## src/rtl/dp_pkg.sv

```systemverilog
package dp_pkg;
  localparam int OPR_W = 5;

  typedef enum logic [OPR_W-1:0] {
    OP_TSFA = 5'b00000,
    OP_INCA = 5'b00001,
    OP_ADD  = 5'b00010,
    OP_SUB  = 5'b00101,
    OP_DECA = 5'b00110,
    OP_AND  = 5'b01000,
    OP_OR   = 5'b01010,
    OP_XOR  = 5'b01100,
    OP_COMA = 5'b01110,
    OP_SHRA = 5'b10000,
    OP_SHLA = 5'b11000
  } alu_op_e;

  typedef struct packed {
    logic c;
    logic s;
    logic z;
    logic v;
  } flags_t;
endpackage

```

## src/rtl/dp_regfile.sv

```systemverilog
module dp_regfile #(
  parameter int DATA_W = 8,
  parameter int SEL_W  = 3,
  localparam int NUM_REGS = (1 << SEL_W) - 1
) (
  input  logic                             clk,
  input  logic                             rst,
  input  logic [SEL_W-1:0]                 dst_sel,
  input  logic [DATA_W-1:0]                wr_data,
  output logic [NUM_REGS-1:0][DATA_W-1:0]  regs_q
);
  // one-hot load enables; code 0 enables nothing
  logic [NUM_REGS-1:0] load_en;

  for (genvar g = 0; g < NUM_REGS; g++) begin : g_reg
    logic [DATA_W-1:0] cell_q;

    assign load_en[g] = (dst_sel == SEL_W'(g + 1));

    always_ff @(posedge clk) begin
      if (rst)
        cell_q <= '0;
      else if (load_en[g])
        cell_q <= wr_data;
    end

    assign regs_q[g] = cell_q;
  end
endmodule

```

## src/rtl/dp_srcsel.sv

```systemverilog
module dp_srcsel #(
  parameter int DATA_W = 8,
  parameter int SEL_W  = 3,
  localparam int NUM_REGS = (1 << SEL_W) - 1
) (
  input  logic [SEL_W-1:0]                 src_sel,
  input  logic [DATA_W-1:0]                ext_data,
  input  logic [NUM_REGS-1:0][DATA_W-1:0]  regs,
  output logic [DATA_W-1:0]                operand
);
  always_comb begin
    operand = ext_data;
    for (int i = 0; i < NUM_REGS; i++) begin
      if (src_sel == SEL_W'(i + 1))
        operand = regs[i];
    end
  end
endmodule

```

## src/rtl/dp_alu.sv

```systemverilog
module dp_alu
  import dp_pkg::*;
#(
  parameter int DATA_W = 8
) (
  input  logic [DATA_W-1:0] op_a,
  input  logic [DATA_W-1:0] op_b,
  input  logic [OPR_W-1:0]  opr,
  output logic [DATA_W-1:0] result,
  output flags_t            flags
);
  logic [DATA_W-1:0] addend;
  logic              cin;
  logic              is_arith;
  logic [DATA_W:0]   sum;
  logic [DATA_W-1:0] low_sum;
  logic              carry_into_msb;

  // operand conditioning for the single shared adder
  always_comb begin
    addend   = op_b;
    cin      = 1'b0;
    is_arith = 1'b1;
    case (opr)
      OP_ADD:  begin addend = op_b;  cin = 1'b0; end
      OP_SUB:  begin addend = ~op_b; cin = 1'b1; end
      OP_INCA: begin addend = '0;    cin = 1'b1; end
      OP_DECA: begin addend = '1;    cin = 1'b0; end
      default: is_arith = 1'b0;
    endcase
  end

  assign sum = {1'b0, op_a} + {1'b0, addend} + {{DATA_W{1'b0}}, cin};
  assign low_sum = {1'b0, op_a[DATA_W-2:0]} + {1'b0, addend[DATA_W-2:0]}
                 + {{(DATA_W-1){1'b0}}, cin};
  assign carry_into_msb = low_sum[DATA_W-1];

  always_comb begin
    result  = op_a;
    flags.c = 1'b0;
    flags.v = 1'b0;
    if (is_arith) begin
      result  = sum[DATA_W-1:0];
      flags.c = sum[DATA_W];
      flags.v = sum[DATA_W] ^ carry_into_msb;
    end else begin
      case (opr)
        OP_AND:  result = op_a & op_b;
        OP_OR:   result = op_a | op_b;
        OP_XOR:  result = op_a ^ op_b;
        OP_COMA: result = ~op_a;
        OP_SHRA: begin
          result  = {1'b0, op_a[DATA_W-1:1]};
          flags.c = op_a[0];
        end
        OP_SHLA: begin
          result  = {op_a[DATA_W-2:0], 1'b0};
          flags.c = op_a[DATA_W-1];
        end
        default: result = op_a;
      endcase
    end
    flags.s = result[DATA_W-1];
    flags.z = (result == '0);
  end
endmodule

```

## src/rtl/ctrl_datapath.sv

```systemverilog
module ctrl_datapath
  import dp_pkg::*;
#(
  parameter int DATA_W = 8,
  parameter int SEL_W  = 3,
  localparam int NUM_REGS = (1 << SEL_W) - 1,
  localparam int CW_W     = 3 * SEL_W + OPR_W,
  localparam int OPR_LSB  = 0,
  localparam int SELD_LSB = OPR_W,
  localparam int SELB_LSB = OPR_W + SEL_W,
  localparam int SELA_LSB = OPR_W + 2 * SEL_W
) (
  input  logic              clk,
  input  logic              rst,
  input  logic [CW_W-1:0]   ctrl_word,
  input  logic [DATA_W-1:0] ext_in,
  output logic [DATA_W-1:0] ext_out,
  output logic [3:0]        status
);
  logic [SEL_W-1:0]                sel_a, sel_b, sel_d;
  logic [OPR_W-1:0]                opr;
  logic [NUM_REGS-1:0][DATA_W-1:0] rf_q;
  logic [DATA_W-1:0]               bus_a, bus_b, alu_res;
  flags_t                          alu_flags;

  assign sel_a = ctrl_word[SELA_LSB +: SEL_W];
  assign sel_b = ctrl_word[SELB_LSB +: SEL_W];
  assign sel_d = ctrl_word[SELD_LSB +: SEL_W];
  assign opr   = ctrl_word[OPR_LSB  +: OPR_W];

  dp_srcsel #(.DATA_W(DATA_W), .SEL_W(SEL_W)) u_sel_a (
    .src_sel (sel_a),
    .ext_data(ext_in),
    .regs    (rf_q),
    .operand (bus_a)
  );

  dp_srcsel #(.DATA_W(DATA_W), .SEL_W(SEL_W)) u_sel_b (
    .src_sel (sel_b),
    .ext_data(ext_in),
    .regs    (rf_q),
    .operand (bus_b)
  );

  dp_alu #(.DATA_W(DATA_W)) u_alu (
    .op_a  (bus_a),
    .op_b  (bus_b),
    .opr   (opr),
    .result(alu_res),
    .flags (alu_flags)
  );

  dp_regfile #(.DATA_W(DATA_W), .SEL_W(SEL_W)) u_regs (
    .clk    (clk),
    .rst    (rst),
    .dst_sel(sel_d),
    .wr_data(alu_res),
    .regs_q (rf_q)
  );

  always_ff @(posedge clk) begin
    if (rst) begin
      ext_out <= '0;
      status  <= '0;
    end else begin
      ext_out <= alu_res;
      status  <= alu_flags;
    end
  end
endmodule

```

## config.mk

```make
export PLATFORM = sky130hd
export DESIGN_NAME = ctrl_datapath
export DESIGN_NICKNAME = d
export VERILOG_FILES = /design/src/rtl/dp_pkg.sv /design/src/rtl/dp_regfile.sv /design/src/rtl/dp_srcsel.sv /design/src/rtl/dp_alu.sv /design/src/rtl/ctrl_datapath.sv
export SDC_FILE = /design/constraint.sdc
export NUM_CORES = 1
export LEC_CHECK = 0
export BUFFER_PORTS_ARGS = -buffer_cell sky130_fd_sc_hd__buf_4
export CELL_PAD_IN_SITES_DETAIL_PLACEMENT = 1
export CELL_PAD_IN_SITES_GLOBAL_PLACEMENT = 1
export CORE_ASPECT_RATIO = 0.75
export CORE_UTILIZATION = 50
export CTS_BUF_LIST = sky130_fd_sc_hd__clkbuf_4
export DETAILED_ROUTE_END_ITERATION = 6
export GPL_ROUTABILITY_DRIVEN = 0
export PLACE_DENSITY_LB_ADDON = 0.1
export SLEW_MARGIN = 30
export SYNTH_ARGS = -nofsm -noshare
export SYNTH_HDL_FRONTEND = slang
export SYNTH_SLANG_ARGS = --single-unit
```

## constraint.sdc

```tcl
create_clock -name clk -period 6.6 [get_ports clk]
set_input_delay 0.33 -clock clk [delete_from_list [all_inputs] [get_ports clk]]
set_output_delay 0.33 -clock clk [all_outputs]
set_load 0.02 [all_outputs]
```

==> results.py, run 1 <==
metrics = {
    "cts": {
        "postCtsHoldBufs": 0,
        "clock_sinks": 67,
        "cts_tree": "built",
        "h_tree_lvl_count": 3,
        "numCtsBuffers": 9,
        "root_buffer": "sky130_fd_sc_hd__clkbuf_4",
        "clk_pin_slew_ns": 0.13,
        "cts_resized": 0,
        "worst_skew_pair.late_latency_ns": 0.45,
        "ctsLongestPathBuffers": 2,
        "cts_post_setup_buffers_inserted": 0,
    },
    "setup_path": {
        "timing.critical_path.cells": "o22ai_1 > a22o_1 > a311oi_1 > a31oi_1 > a31oi_1 > mux2_2 > o22a_1 > ha_1 > a21oi_1 > o211ai_1 > o41ai_1 > xor2_1 > nor2_1 > a31oi_4 > and4b_1 > and3_1",
        "worstPathMaxFanout": 9,
        "cp_num_buf_inv": 0,
        "type_of_element_capturing_the_critical_path": "flip-flop",
        "crit_top_cell": "sky130_fd_sc_hd__a31oi_1",
        "worst_ep_required_time_ns": 7.00,
        "cp_top_family": "compound AO/OA/AOI/OAI gates",
        "worst_setup_path_start_kind": "flip-flop",
        "worst_ep_arrival_time_ns": 4.86,
        "cpMaxStageDelayCell": "sky130_fd_sc_hd__o41ai_1",
        "timing.setup.critical_path_class": "flip-flop to flip-flop",
        "critical_path.max_stage_delay_ns": 0.53,
    },
    "placed_design": {
        "dpl.hpwl_um": 14600,
        "placement.io_buffers": 35,
    },
    "logic_synthesis": {
        "async_reset_ff_share_pct": 0,
        "number_of_enable_type_register_cells_in_the_synthesized_netlist": 0,
        "cell_area_after_technology_mapping_um2": 5400,
        "yosysWarningCount": 0,
        "mean_instance_size_in_the_synthesized_netlist_um2": 7.42,
        "synthesis.nets": 777,
        "yosysTopAreaCell": "sky130_fd_sc_hd__dfxtp_1",
        "synth_sequential_area_ratio_pct": 24.8,
        "yosys-top-cells-area": "sky130_fd_sc_hd__dfxtp_1, sky130_fd_sc_hd__nand2_1, sky130_fd_sc_hd__a21oi_1, sky130_fd_sc_hd__mux2i_1, sky130_fd_sc_hd__ha_1",
        "yosys.cell_types.count": 81,
        "ys_seq_elements": 67,
        "yosysTopAreaCellShare_pct": 24.8,
        "synth-main-ff-cell": "sky130_fd_sc_hd__dfxtp_1",
        "netlist_instances": 728,
    },
    "grt": {
        "gr-total-overflow": 0,
        "largest_net_degree_at_the_start_of_global_routing": 68,
        "number_of_antenna_violations_at_the_first_check_in_global_routing": 0,
        "grt_pass1_wl_um": 31800,
        "grt_use_total_pct": 37.9,
        "first_global_vias": 5674,
    },
    "finish": {
        "final_net_count": 775,
        "n_fill_cell": 1348,
        "seq_area_um2": 1340,
        "n_antenna_cell": 0,
        "post_route_cells_drive_above_1_share_pct": 11.8,
        "mostFrequentLayoutCells": "sky130_fd_sc_hd__nand2_1, sky130_fd_sc_hd__dfxtp_1, sky130_fd_sc_hd__nor2_1, sky130_fd_sc_hd__a21oi_1, sky130_fd_sc_hd__buf_4",
        "final_common_cell": "sky130_fd_sc_hd__nand2_1",
        "syn_to_final_growth_pct": 6.51,
        "multi_input_area_um2": 3660,
    },
    "timing": {
        "min_period_ns": 4.46,
        "final.setup_skew_ns": 0.0242,
        "fmaxAchievable_mhz": 224,
        "finalHoldViolations": 0,
        "final.period_utilization_pct": 67.6,
        "timing.hold.ws_ns": 0.309,
        "worst-slew-pin-transition_ns": 0.978,
        "slew_viol_final": 0,
        "timing.slew.headroom_pct": 34.3,
        "timing.final.setup_violations": 0,
        "finalSetupTns_ns": 0,
        "grt_setup_unrepaired": "false",
    },
    "die": {
        "die_y_um": 92.0,
        "chipWidth_um": 122,
        "floorplan.die_area_um2": 11200,
        "core_region_area_um2": 10400,
        "initial_utilization_pct": 51.9,
        "io-pin-count": 36,
        "fp-row-count": 32,
    },
    "hold_path": {
        "min-delay-path-class": "input pin to flip-flop",
    },
    "power_and_ir_drop": {
        "cellLeakagePower_uw": 0.00225,
        "fin_total_pwr_uw": 1090,
        "ir_drop_mv": 0.132,
        "power_per_standard_cell_area_nw_per_um2": 189,
    },
    "routing": {
        "detail_route.drc_violations": 0,
        "drt-wirelength-per-cell_um": 23.4,
        "postRouteWirelength_um": 20300,
        "vias": 5727,
        "detail_route.vias_per_cell": 6.61,
        "drtIter0Drc": 514,
        "ant_nets": 0,
        "drt_pass1_iterations": 5,
    },
    "run_status": {
        "run_status": "finished clean",
    },
    "job": {
        "maximum_capacitance_violations": 0,
    },
}
[Yosys cell counts (11+ instances only)]
cell type / count
sky130_fd_sc_hd__a22oi_1: 12
sky130_fd_sc_hd__nor2_1: 64
sky130_fd_sc_hd__a211oi_1: 12
sky130_fd_sc_hd__dfxtp_1: 67
sky130_fd_sc_hd__ha_1: 23
sky130_fd_sc_hd__nor3_1: 15
sky130_fd_sc_hd__o21a_1: 18
sky130_fd_sc_hd__nor2b_1: 12
sky130_fd_sc_hd__nand2_1: 132
sky130_fd_sc_hd__inv_1: 36
sky130_fd_sc_hd__buf_2: 11
sky130_fd_sc_hd__nand3_1: 18
sky130_fd_sc_hd__o21ai_0: 24
sky130_fd_sc_hd__a21oi_1: 64
sky130_fd_sc_hd__clkbuf_1: 29
sky130_fd_sc_hd__mux2i_1: 31
[area by class of cell]
| cell class | instances | share of cell area, % |
|---|---|---|
| flip-flops and latches | 67 | 23.3 |
| inverters | 38 | 2.48 |
| well taps | 136 | 2.96 |
| multi-input cells | 571 | 63.6 |
| clock buffers | 10 | 1.30 |
| clock inverters | 6 | 1.24 |
| repair buffers | 39 | 5.09 |
[final timing paths]
kind,end,cells past startpoint,from,slack (ns)
max,status[1],16,u_regs.g_reg[0].cell_q[1],2.14
min,u_regs.g_reg[0].cell_q[7],4,ctrl_word[7],0.31
max reg2reg,status[1],16,u_regs.g_reg[0].cell_q[1],2.14
min reg2reg,u_regs.g_reg[1].cell_q[1],2,u_regs.g_reg[1].cell_q[1],0.47
[routing by layer]
layer / wire (um) / track usage [%]
met5: 0 / 0
met4: 567 / 13.2
met3: 1930 / 7.84
met2: 8770 / 56.2
met1: 9050 / 53.9
[worst min-delay path: cells and delay by family]
family | cells | cell delay [ns]
and+or+nand+nor | 2 | 0.20
buffers and inverters | 1 | 0.13
AOI/OAI and AO/OA | 1 | 0.05
[flip-flops by register name, indices dropped and copies added, names as in the netlist]
signal	cells
u_regs.g.cell_q	56
status	4
ext_out	7
[metrics by stage]
stage,utilization (%),std cells,setup WS [ns],area (um^2)
finish,55.3,867,2.14,5750
global route,55.3,867,1.93,5750
CTS,55.3,867,2.21,5750
detailed placement,53.9,851,1.84,5610
global placement,53.8,850,1.95,5600
floorplan,-,728,2.50,5400
[logic make-up after synthesis]
logic type      share of synthesized area (%)
xor+xnor                                 1.30
compound gates                           27.9
buf+inv                                  7.41
flops                                    24.8
mux                                      9.50
simple gates                             23.0
fa+ha+maj                                6.07
[power by group]
part           total [uW]  switching [uW]  internal (uW)
Clock                 298             175            123
Sequential            440            16.7            423
Combinational         351             226            126
Note: power is estimated with default switching activity, not from simulation.
==> run 2, diff against run 1 <==
CORE_UTILIZATION = 42   (was 50)
clock period = 4 ns   (was 6.6 ns; I/O delays follow)
==> results.py, run 2 (same netlist as run 1, synthesis figures left out) <==
metrics = {
    "run_status": {
        "run_status": "finished clean",
    },
    "die": {
        "initial_utilization_pct": 43.6,
        "io-pin-count": 36,
        "core_region_area_um2": 12400,
        "die_y_um": 100,
        "floorplan.die_area_um2": 13300,
        "chipWidth_um": 133,
        "fp-row-count": 35,
    },
    "setup_path": {
        "worstPathMaxFanout": 4,
        "type_of_element_capturing_the_critical_path": "flip-flop",
        "worst_setup_path_start_kind": "flip-flop",
        "timing.setup.critical_path_class": "flip-flop to flip-flop",
        "worst_ep_required_time_ns": 4.39,
        "worst_ep_arrival_time_ns": 4.27,
    },
    "routing": {
        "postRouteWirelength_um": 21200,
        "drt-wirelength-per-cell_um": 23.0,
        "detail_route.drc_violations": 0,
        "drt_pass1_iterations": 5,
        "ant_nets": 0,
        "vias": 5827,
        "detail_route.vias_per_cell": 6.33,
        "drtIter0Drc": 430,
    },
    "finish": {
        "seq_area_um2": 1340,
        "finalCoreUtilization_pct": 48.7,
        "n_antenna_cell": 0,
        "largest_reg_flops": 56,
        "mostFrequentLayoutCells": "sky130_fd_sc_hd__nand2_1, sky130_fd_sc_hd__dfxtp_1, sky130_fd_sc_hd__nor2_1, sky130_fd_sc_hd__a21oi_1, sky130_fd_sc_hd__buf_4",
        "final_common_cell": "sky130_fd_sc_hd__nand2_1",
        "multi_input_area_um2": 3700,
        "largest_register": "u_regs.g.cell_q",
        "final_net_count": 800,
        "post_route_cells_drive_above_1_share_pct": 15.8,
        "n_fill_cell": 1559,
        "syn_to_final_growth_pct": 11.6,
        "largest_registers": "u_regs.g.cell_q x56, ext_out x7, status x4",
    },
    "timing": {
        "slew_viol_final": 0,
        "final.period_utilization_pct": 96.9,
        "finalSetupTns_ns": 0,
        "finalHoldViolations": 0,
        "timing.slew.headroom_pct": 48.4,
        "layout_setup_ws_ns": 0.124,
        "fmaxAchievable_mhz": 258,
        "timing.final.setup_violations": 0,
        "min_period_ns": 3.88,
        "final.setup_skew_ns": 0.0154,
        "timing.hold.ws_ns": 0.192,
        "worst-slew-pin-transition_ns": 0.774,
    },
    "job": {
        "maximum_capacitance_violations": 0,
    },
    "grt": {
        "gr-total-overflow": 0,
        "grt_pass1_wl_um": 32500,
        "number_of_antenna_violations_at_the_first_check_in_global_routing": 0,
        "grt_use_total_pct": 32.3,
        "first_global_vias": 5742,
        "largest_net_degree_at_the_start_of_global_routing": 68,
    },
    "power_and_ir_drop": {
        "ir_drop_mv": 0.204,
        "cellLeakagePower_uw": 0.00239,
        "power_per_standard_cell_area_nw_per_um2": 301,
    },
    "cts": {
        "clk_pin_slew_ns": 0.13,
        "cts_tree": "built",
        "h_tree_lvl_count": 3,
        "worst_skew_pair.late_latency_ns": 0.43,
        "numCtsBuffers": 9,
        "clock_sinks": 67,
        "ctsLongestPathBuffers": 2,
        "root_buffer": "sky130_fd_sc_hd__clkbuf_4",
        "postCtsHoldBufs": 0,
    },
    "placed_design": {
        "placement.io_buffers": 35,
        "dpl.hpwl_um": 15800,
        "post_place_worst_slack_ns": 0.00958,
    },
    "hold_path": {
        "min-delay-path-class": "input pin to flip-flop",
    },
}
[run 2: cell count changes in the layout (fill, tap and decap cells not counted), moves of 2 or more]
cell and delta:
sky130_fd_sc_hd__buf_12 +2, sky130_fd_sc_hd__buf_4 +23, sky130_fd_sc_hd__clkinv_2 +2, sky130_fd_sc_hd__clkinv_4 +2, sky130_fd_sc_hd__clkinvlp_4 -2, sky130_fd_sc_hd__dfxtp_1 -2, sky130_fd_sc_hd__dfxtp_2 +2, sky130_fd_sc_hd__inv_6 -2
[run 2: metal layers]
| layer | GRT usage, % | part of all wire [%] |
|---|---|---|
| met5 | 0 | 0 |
| met4 | 11.1 | 2.7 |
| met3 | 6.52 | 8.3 |
| met2 | 46.4 | 41 |
| met1 | 47.3 | 48 |
[run 2: final cells by class]
cell class / count / area share (%)
clock buffer: 9 / 1.12
sequential: 67 / 22.3
clock inverter: 6 / 1.10
multi-input combinational: 571 / 61.3
timing repair buffer: 64 / 8.38
inverter: 38 / 2.36
tap: 166 / 3.44
[run 2: timing repair]
item                       in CTS  in global routing
setup endpoints to repair       0                 16
resized for setup               0                  9
buffers inserted                0                  1
[run 2: path summary, 6_finish.rpt]
| path | end | cells past startpoint | slack [ns] | startpoint |
|---|---|---|---|---|
| min reg2reg | u_regs.g_reg[1].cell_q[1] | 2 | 0.48 | u_regs.g_reg[1].cell_q[1] |
| min | u_regs.g_reg[0].cell_q[1] | 4 | 0.19 | ctrl_word[7] |
| max | status[1] | 17 | 0.12 | u_regs.g_reg[0].cell_q[1] |
| max reg2reg | status[1] | 17 | 0.12 | u_regs.g_reg[0].cell_q[1] |
[run 2: critical path, cell delays in order (launching register included)]
cell and delay, ns:
sky130_fd_sc_hd__dfxtp_2 0.38, sky130_fd_sc_hd__o22ai_1 0.10, sky130_fd_sc_hd__a22o_1 0.22, sky130_fd_sc_hd__a311oi_2 0.21
sky130_fd_sc_hd__a31oi_1 0.08, sky130_fd_sc_hd__a31oi_2 0.31, sky130_fd_sc_hd__mux2_4 0.34, sky130_fd_sc_hd__o22a_1 0.19
sky130_fd_sc_hd__ha_1 0.30, sky130_fd_sc_hd__a21oi_2 0.17, sky130_fd_sc_hd__o211ai_1 0.15, sky130_fd_sc_hd__o41ai_2 0.37
sky130_fd_sc_hd__buf_4 0.18, sky130_fd_sc_hd__xor2_1 0.16, sky130_fd_sc_hd__nor2_1 0.08, sky130_fd_sc_hd__a31oi_4 0.20
sky130_fd_sc_hd__and4b_1 0.21, sky130_fd_sc_hd__and3_1 0.15
[run 2: stage by stage]
step,cells,power [uW],instance area (um^2)
finish,921,1820,6030
global placement,905,1320,5850
floorplan,728,1130,5400
CTS,920,1810,5990
detailed placement,905,1340,5860
global route,921,1900,6030
[run 2: where the power goes]
part	switching [uW]	total [uW]	internal [uW]
Combinational	389	628	239
Clock	276	465	189
Sequential	27.5	725	698
==> run 3, diff against run 2 <==
PLACE_DENSITY_LB_ADDON = 0.25   (was 0.1)
==> results.py, run 3 (same netlist as run 1, synthesis figures left out) <==
metrics = {
    "run_status": {
        "run_status": "finished clean",
    },
    "grt": {
        "largest_net_degree_at_the_start_of_global_routing": 68,
        "grt_use_total_pct": 31.8,
        "first_global_vias": 5700,
        "gr-total-overflow": 0,
        "grt_pass1_wl_um": 32300,
        "number_of_antenna_violations_at_the_first_check_in_global_routing": 0,
    },
    "cts": {
        "clock_sinks": 67,
        "cts_tree": "built",
        "root_buffer": "sky130_fd_sc_hd__clkbuf_4",
        "clk_pin_slew_ns": 0.12,
        "numCtsBuffers": 9,
        "ctsLongestPathBuffers": 2,
        "h_tree_lvl_count": 3,
        "worst_skew_pair.late_latency_ns": 0.45,
    },
    "setup_path": {
        "timing.setup.critical_path_class": "flip-flop to flip-flop",
        "rrSetupSlack_ns": 0.12,
        "cp_num_buf_inv": 1,
        "timing.critical_path.cells": "o22ai_1 > a22o_1 > a311oi_1 > a31oi_1 > a31oi_2 > mux2_2 > o22ai_1 > fa_1 > nor2b_1 > o31a_1 > o21a_1 > nor2_2 > xnor2_1 > a221o_2 > clkbuf_2 > o21a_1 > nor2_1",
        "critical_path_cell_count": 17,
        "cp_top_family": "compound AO/OA/AOI/OAI gates",
        "ff2ff_path_depth": 17,
        "critical_path.max_stage_delay_ns": 0.43,
        "worst_ep_arrival_time_ns": 4.25,
        "worst_setup_path_start_kind": "flip-flop",
        "cpMaxStageDelayCell": "sky130_fd_sc_hd__a221o_2",
        "worstPathMaxFanout": 6,
        "type_of_element_capturing_the_critical_path": "flip-flop",
        "worst_ep_required_time_ns": 4.37,
    },
    "timing": {
        "grt_setup_unrepaired": "true",
        "timing.final.setup_violations": 0,
        "finalHoldViolations": 0,
        "finalSetupTns_ns": 0,
        "timing.slew.headroom_pct": 32.4,
        "fmaxAchievable_mhz": 258,
        "slew_viol_final": 0,
        "worst-slew-pin-transition_ns": 1.01,
        "timing.hold.ws_ns": 0.197,
        "min_period_ns": 3.88,
        "final.period_utilization_pct": 96.9,
        "final.setup_skew_ns": 0.0270,
    },
    "power_and_ir_drop": {
        "ir_drop_mv": 0.284,
        "cellLeakagePower_uw": 0.00241,
        "power_per_standard_cell_area_nw_per_um2": 330,
    },
    "die": {
        "io-pin-count": 36,
        "initial_utilization_pct": 43.6,
        "core_region_area_um2": 12400,
        "floorplan.die_area_um2": 13300,
        "chipWidth_um": 133,
        "die_y_um": 100,
        "fp-row-count": 35,
    },
    "job": {
        "maximum_capacitance_violations": 0,
    },
    "placed_design": {
        "placement.io_buffers": 35,
        "dpl.hpwl_um": 15400,
    },
    "finish": {
        "largest_registers": "u_regs.g.cell_q x56, ext_out x7, status x4",
        "n_antenna_cell": 0,
        "largest_reg_flops": 56,
        "syn_to_final_growth_pct": 13.0,
        "n_fill_cell": 1554,
        "post_route_cells_drive_above_1_share_pct": 15.9,
        "final_net_count": 798,
        "final_common_cell": "sky130_fd_sc_hd__nand2_1",
        "mostFrequentLayoutCells": "sky130_fd_sc_hd__nand2_1, sky130_fd_sc_hd__dfxtp_1, sky130_fd_sc_hd__nor2_1, sky130_fd_sc_hd__a21oi_1, sky130_fd_sc_hd__buf_4",
        "largest_register": "u_regs.g.cell_q",
    },
    "routing": {
        "detail_route.drc_violations": 0,
        "drt-wirelength-per-cell_um": 22.7,
        "postRouteWirelength_um": 20900,
        "detail_route.vias_per_cell": 6.29,
        "drt_pass1_iterations": 6,
        "ant_nets": 0,
        "vias": 5785,
        "drtIter0Drc": 596,
    },
    "hold_path": {
        "timing.hold.worst_path_depth": 4,
        "min-delay-path-class": "input pin to flip-flop",
    },
}
==> run 3: what timing repair did <==
item	CTS	global route
endpoints found under the setup margin	0	19
hold buffers	0	0
setup buffers	0	2
endpoints found under the hold margin	0	0
gates resized for setup	0	10
==> run 3: layout make-up <==
class / instances / area, um^2 / area share [%]
clock inverters: 6 / 136 / 2.23
clock buffers: 10 / 75.1 / 1.23
multi-input cells: 571 / 3710 / 60.8
repair buffers: 62 / 488 / 7.99
inverters: 38 / 143 / 2.34
flip-flops and latches: 67 / 1340 / 22.0
well taps: 166 / 208 / 3.40
==> run 3: worst paths after layout <==
path                              from                   endpoint
min reg2reg  u_regs.g_reg[2].cell_q[5]  u_regs.g_reg[2].cell_q[5]
max          u_regs.g_reg[2].cell_q[1]  u_regs.g_reg[5].cell_q[6]
max reg2reg  u_regs.g_reg[2].cell_q[1]  u_regs.g_reg[5].cell_q[6]
min                       ctrl_word[7]  u_regs.g_reg[0].cell_q[4]
==> run 3: metrics by stage <==
stage	std cells	power (uW)	setup WS (ns)	utilization, %	instance area, um^2
2_1_floorplan	728	1130	0.0276	-	5400
6_report	920	2020	0.123	49.3	6100
3_3_place_gp	902	1310	0.0961	47.0	5830
4_1_cts	918	2000	0.0316	48.8	6050
5_1_grt	920	2100	-0.0317	49.3	6100
3_5_place_dp	902	1340	-0.00872	47.1	5840
==> run 3: per-layer routing <==
metal	wire (um)	vias up	part of all wire, %	GRT usage [%]
li1	-	2644	-	-
met4	426	0	2.0	9.28
met5	0	-	0	0
met2	9040	251	43	48.8
met1	9830	2857	47	46.1
met3	1610	33	7.7	4.34
==> run 3: power breakdown <==
group / switching, uW / internal [uW] / total [uW]
Combinational: 392 / 241 / 632
Sequential: 27.9 / 698 / 726
Clock: 270 / 388 / 659
==> run 3: worst reg2reg max path: stages, from the launching register on <==
cell and delay [ns]:
sky130_fd_sc_hd__dfxtp_1 0.40, sky130_fd_sc_hd__o22ai_1 0.10, sky130_fd_sc_hd__a22o_1 0.21, sky130_fd_sc_hd__a311oi_1 0.25
sky130_fd_sc_hd__a31oi_1 0.08, sky130_fd_sc_hd__a31oi_2 0.28, sky130_fd_sc_hd__mux2_2 0.38, sky130_fd_sc_hd__o22ai_1 0.23
sky130_fd_sc_hd__fa_1 0.27, sky130_fd_sc_hd__nor2b_1 0.08, sky130_fd_sc_hd__o31a_1 0.27, sky130_fd_sc_hd__o21a_1 0.19
sky130_fd_sc_hd__nor2_2 0.12, sky130_fd_sc_hd__xnor2_1 0.08, sky130_fd_sc_hd__a221o_2 0.43, sky130_fd_sc_hd__clkbuf_2 0.19
sky130_fd_sc_hd__o21a_1 0.18, sky130_fd_sc_hd__nor2_1 0.07
